`config.mk`:
```
export PLATFORM = sky130hd
export DESIGN_NAME = mc_slice
export DESIGN_NICKNAME = d
export VERILOG_FILES = /design/src/rtl/mc_pkg.sv /design/src/rtl/mc_clk_pick.sv /design/src/rtl/mc_force_ctl.sv /design/src/rtl/mc_store.sv /design/src/rtl/mc_slice.sv
export SDC_FILE = /design/constraint.sdc
export NUM_CORES = 1
export LEC_CHECK = 0
export ABC_AREA = 1
export ABC_CLOCK_PERIOD_IN_PS = 3800
export BUFFER_PORTS_ARGS = -buffer_cell sky130_fd_sc_hd__buf_2
export CAP_MARGIN = 10
export CORE_AREA = 4 4 41 43
export DETAILED_ROUTE_END_ITERATION = 7
export DIE_AREA = 0 0 45 47
export PLACE_DENSITY_LB_ADDON = 0.3
export SKIP_LAST_GASP = 1
export SLEW_MARGIN = 25
export SYNTH_ARGS = -nofsm -noshare
export SYNTH_HDL_FRONTEND = slang
export SYNTH_HIERARCHICAL = 1
export SYNTH_SLANG_ARGS = --single-unit
```
`constraint.sdc`:
```
create_clock -name clk -period 3.8 [get_ports clk]
set_input_delay 1.14 -clock clk [delete_from_list [all_inputs] [get_ports clk]]
set_output_delay 1.14 -clock clk [all_outputs]
set_load 0.02 [all_outputs]
```
`src/rtl/mc_pkg.sv`:
```
package mc_pkg;
  typedef enum logic [1:0] {
    MC_DFF   = 2'd0,
    MC_TFF   = 2'd1,
    MC_LATCH = 2'd2
  } mc_mode_e;
endpackage

```
`src/rtl/mc_clk_pick.sv`:
```
// Chooses the cell clock, applies phase inversion and detects edges
// against the value seen at the previous system clock edge.
module mc_clk_pick #(
  parameter int NGCLK = 3,
  parameter int SEL_W = $clog2(NGCLK + 1)
) (
  input  logic             clk,
  input  logic             rst,
  input  logic [NGCLK-1:0] gclk,
  input  logic             pt_clk,
  input  logic [SEL_W-1:0] sel,
  input  logic             inv,
  output logic             lvl,
  output logic             rise,
  output logic             fall
);
  localparam logic [SEL_W-1:0] LOCAL_SEL = SEL_W'(NGCLK);

  logic [NGCLK-1:0] hit;
  logic             src;
  logic             prev;

  genvar gi;
  generate
    for (gi = 0; gi < NGCLK; gi++) begin : g_hit
      assign hit[gi] = (sel == SEL_W'(gi)) & gclk[gi];
    end
  endgenerate

  always_comb begin
    src = (|hit) | ((sel >= LOCAL_SEL) & pt_clk);
    lvl = src ^ inv;
  end

  always_ff @(posedge clk) begin
    if (rst) prev <= 1'b0;
    else     prev <= lvl;
  end

  assign rise = lvl & ~prev;
  assign fall = ~lvl & prev;
endmodule

```
`src/rtl/mc_force_ctl.sv`:
```
// Merges local and global forcing sources; clearing has priority.
module mc_force_ctl (
  input  logic pt_set,
  input  logic pt_rst,
  input  logic gsr,
  input  logic gsr_en,
  input  logic gsr_set,
  output logic force_set,
  output logic force_clr
);
  logic g_act;

  always_comb begin
    g_act     = gsr_en & gsr;
    force_clr = pt_rst | (g_act & ~gsr_set);
    force_set = ~force_clr & (pt_set | (g_act & gsr_set));
  end
endmodule

```
`src/rtl/mc_store.sv`:
```
// Single storage bit acting as D flip-flop, toggle flip-flop or latch.
module mc_store
  import mc_pkg::*;
(
  input  logic     clk,
  input  logic     rst,
  input  logic     init,
  input  mc_mode_e mode,
  input  logic     d,
  input  logic     lvl,
  input  logic     rise,
  input  logic     fall,
  input  logic     dual,
  input  logic     ce,
  input  logic     force_set,
  input  logic     force_clr,
  output logic     st_nxt
);
  logic st;
  logic edge_ok;

  always_comb begin
    edge_ok = rise | (dual & fall);
    st_nxt  = st;
    unique case (mode)
      MC_DFF:   if (edge_ok & ce) st_nxt = d;
      MC_TFF:   if (edge_ok & ce & d) st_nxt = ~st;
      MC_LATCH: if (lvl & ce) st_nxt = d;
      default:  st_nxt = st;
    endcase
    if (force_clr)      st_nxt = 1'b0;
    else if (force_set) st_nxt = 1'b1;
  end

  always_ff @(posedge clk) begin
    if (rst) st <= init;
    else     st <= st_nxt;
  end
endmodule

```
`src/rtl/mc_slice.sv`:
```
module mc_slice
  import mc_pkg::*;
#(
  parameter int NGCLK = 3,
  parameter int SEL_W = $clog2(NGCLK + 1)
) (
  input  logic             clk,
  input  logic             rst,
  input  logic             sop_in,
  input  logic             pin_in,
  input  logic [NGCLK-1:0] gclk,
  input  logic             pt_clk,
  input  logic             pt_ce,
  input  logic             pt_set,
  input  logic             pt_rst,
  input  logic             pt_oe,
  input  logic             gsr,
  input  logic             cfg_registered,
  input  logic [1:0]       cfg_mode,
  input  logic [SEL_W-1:0] cfg_clk_sel,
  input  logic             cfg_clk_inv,
  input  logic             cfg_dual_edge,
  input  logic             cfg_use_ce,
  input  logic             cfg_pin_d,
  input  logic             cfg_init,
  input  logic             cfg_gsr_en,
  input  logic             cfg_gsr_set,
  input  logic             cfg_oe_pt,
  output logic             q_out,
  output logic             oe_out
);
  logic lvl, rise, fall;
  logic force_set, force_clr;
  logic d_sel, ce_eff, st_nxt;

  assign d_sel  = cfg_pin_d ? pin_in : sop_in;
  assign ce_eff = ~cfg_use_ce | pt_ce;

  mc_clk_pick #(.NGCLK(NGCLK), .SEL_W(SEL_W)) u_clk (
    .clk(clk), .rst(rst), .gclk(gclk), .pt_clk(pt_clk),
    .sel(cfg_clk_sel), .inv(cfg_clk_inv),
    .lvl(lvl), .rise(rise), .fall(fall)
  );

  mc_force_ctl u_force (
    .pt_set(pt_set), .pt_rst(pt_rst), .gsr(gsr),
    .gsr_en(cfg_gsr_en), .gsr_set(cfg_gsr_set),
    .force_set(force_set), .force_clr(force_clr)
  );

  mc_store u_store (
    .clk(clk), .rst(rst), .init(cfg_init), .mode(mc_mode_e'(cfg_mode)),
    .d(d_sel), .lvl(lvl), .rise(rise), .fall(fall),
    .dual(cfg_dual_edge), .ce(ce_eff),
    .force_set(force_set), .force_clr(force_clr),
    .st_nxt(st_nxt)
  );

  always_ff @(posedge clk) begin
    if (rst) begin
      q_out  <= cfg_registered & cfg_init;
      oe_out <= 1'b0;
    end else begin
      q_out  <= cfg_registered ? st_nxt : sop_in;
      oe_out <= cfg_oe_pt ? pt_oe : 1'b1;
    end
  end
endmodule

```
==> out/qor.csv <==
metric,value,unit
outcome,finished clean,
post-route cell area,571,sq um
"commonest non-fill, non-tap cell in the layout",buf_2,
setup bufs post-CTS,0,
"Largest delay share family, worst path",simple AND/OR/NAND/NOR gates,
first-pass GRT wire length,1480,um
DR vias/cell,4.10,
initial core utilization,0.303,
unrepaired setup endpoints after global routing,false,
DP HPWL,832,um
"flops & latches, synth",4,
Hold Path Sink,u_store/st,
Core ar.,1300,sq um
post-synthesis sequential area ratio,0.203,
Clock Latency Late Sink,0.23,ns
Sink Count,4,
"Period Utilization, post-route",0.581,
area grow syn2layout,44.8,%
Tightest Hold Check Type,flip-flop to flip-flop,
critical path required time,3.92,ns
worst r2r path cells,13,
VDD IR-drop max,0.243,mV
GRT Resource Usage Total,0.0963,
Die Span Y,47,um
placed cell area,548,sq um
CP Max Fanout,3,
Hold Crit Depth,4,
DRC errors left,0,
YS warnings,6,
Leak,0.378,nW
First-pass DRT Iterations,3,
syn nets,99,
Synth Instances,73,
crit path DAT,2.33,ns
Nets,131,
Slew @ Worst Pin,0.341,ns
Cells after DPL,115,
worst r2r src,u_clk/prev,
Hold Crit Start,u_store/st,
CP max-delay cell,buf_2,
"Reg clk slew, reported paths",0.04,ns
full die area,2120,sq um
initial antenna violation count,0,
PortBufs,27,
Final Setup Violations,0,
post-synthesis cell type count,11,
Hold Fails Final Rpt,0,
chip width,45,um
Std-Cell Rows,13,
Avg WL per Cell,7.97,um
final WL,941,um
R2R Path End,q_out,
CTS tree,built,
worst path cell trace,"buf_2, inv_2, nand2_1, nand3_2, nand2_2, nand2_2, nand2_2, nor2_2, nand2_1, nand2_1, nand2_1, inv_1, nand2_1, nand2_1, a21oi_1, inv_1, nand2_1, nand3_1, nand2_1",
Worst Skew,0.00285,ns
# hold bufs at CTS,0,
DR iter-0 viols,9,
Vias,484,
DRT antenna net count,0,
Ports,28,
CP startpoint kind,input port,
worst-case clock buffer depth,2,
fin util,0.438,
CP Buf/Inv Count,4,
setup TNS,0,ns
Diodes inserted,0,
CTS Buf Count,3,
"Cell Area, Synth",394,sq um
Max Clk Rate,453,MHz
crit path capture type,flip-flop,
share of layout cells above drive strength 1,0.408,
Pins Over Slew Limit,0,
largest net degree at the start of global routing,7,
relative slew slack,0.770,
worst setup path class,input port to flip-flop,
clock root buffer,clkbuf_4,
syn avg cell area,5.40,sq um
most common cell type on the critical path,nand2_1,
Post-CTS Resized,0,
PD cells,263,nW/um^2
gr ovfl total,0,
Worst setup startpoint,cfg_clk_sel[1],
gpl congestion,0.724,
max incr delay on CP,0.12,ns
htree depth,1,
Finished Layout Cells,118,
reg2reg setup slack,2.59,ns
max_cap viols,0,
most frequent cells in the layout,"27 x buf_2, 25 x nand2_1, 18 x inv_1",
fin crit period,2.21,ns
Total Power,0.150,mW
vias in the first global route,428,
==> power by group <==
part	leakage (nW)	internal (mW)	total (mW)	switching, mW
Clock	0.0138	0.0353	0.0519	0.0167
Combinational	0.331	0.0229	0.0509	0.0281
Sequential	0.0335	0.0458	0.0473	0.00145
Total	0.378	0.104	0.150	0.0462
==> metal layers <==
layer,up-vias,global-route usage,share of wire
met3,0,0.0345,0.088
met4,0,0.0526,0
met5,-,0,0
met2,13,0.169,0.52
met1,196,0.0998,0.39
li1,275,-,-
==> flip-flops by register name, indices dropped and copies added, names as in the netlist <==
signal and flops:
u_clk/prev 1, oe_out 1, q_out 1, u_store/st 1
==> cell usage after synthesis, drive strengths merged <==
cell	instances	area, sq um
nand2	30	125
inv	19	71.3
nand3	7	55.1
a21oi	6	30.0
nor2	6	27.5
dfxtp	4	80.1
o21ai	1	5.00
==> cells by family after synthesis <==
family | synth area share
compound gates | 0.0889
buf+inv | 0.181
flops | 0.203
simple gates | 0.527
==> final cells by class <==
cell class	count	area (sq um)
inverter	19	71.3
multi-input combinational	50	243
sequential	4	80.1
timing repair buffer	27	135
fill	164	731
tap	15	18.8
clock buffer	3	22.5
==> per-stage QoR <==
stage                     hold slack (ns)  setup WS (ns)
after floorplan                     0.544           1.61
after global placement              0.574           1.40
after detailed placement            0.584           1.36
after CTS                           0.591           1.60
after global routing                0.654           1.40
final                               0.589           1.59
==> how the worst max path moves through the flow <==
stage | cells past startpoint | slack [ns] | end
after floorplan | 18 | 1.61 | q_out
after detailed placement | 19 | 1.36 | q_out
final | 19 | 1.59 | q_out
after CTS | 17 | 1.60 | q_out
after global placement | 19 | 1.40 | q_out
after global routing | 18 | 1.40 | q_out
==> tightest hold or removal path, cell delays in order (launching register included) <==
cell	delay, ns
dfxtp_1	0.31
nand2_1	0.08
nand2_1	0.05
nand3_1	0.06
nand2_1	0.04
No activity file was read; power rests on OpenSTA's default activity.
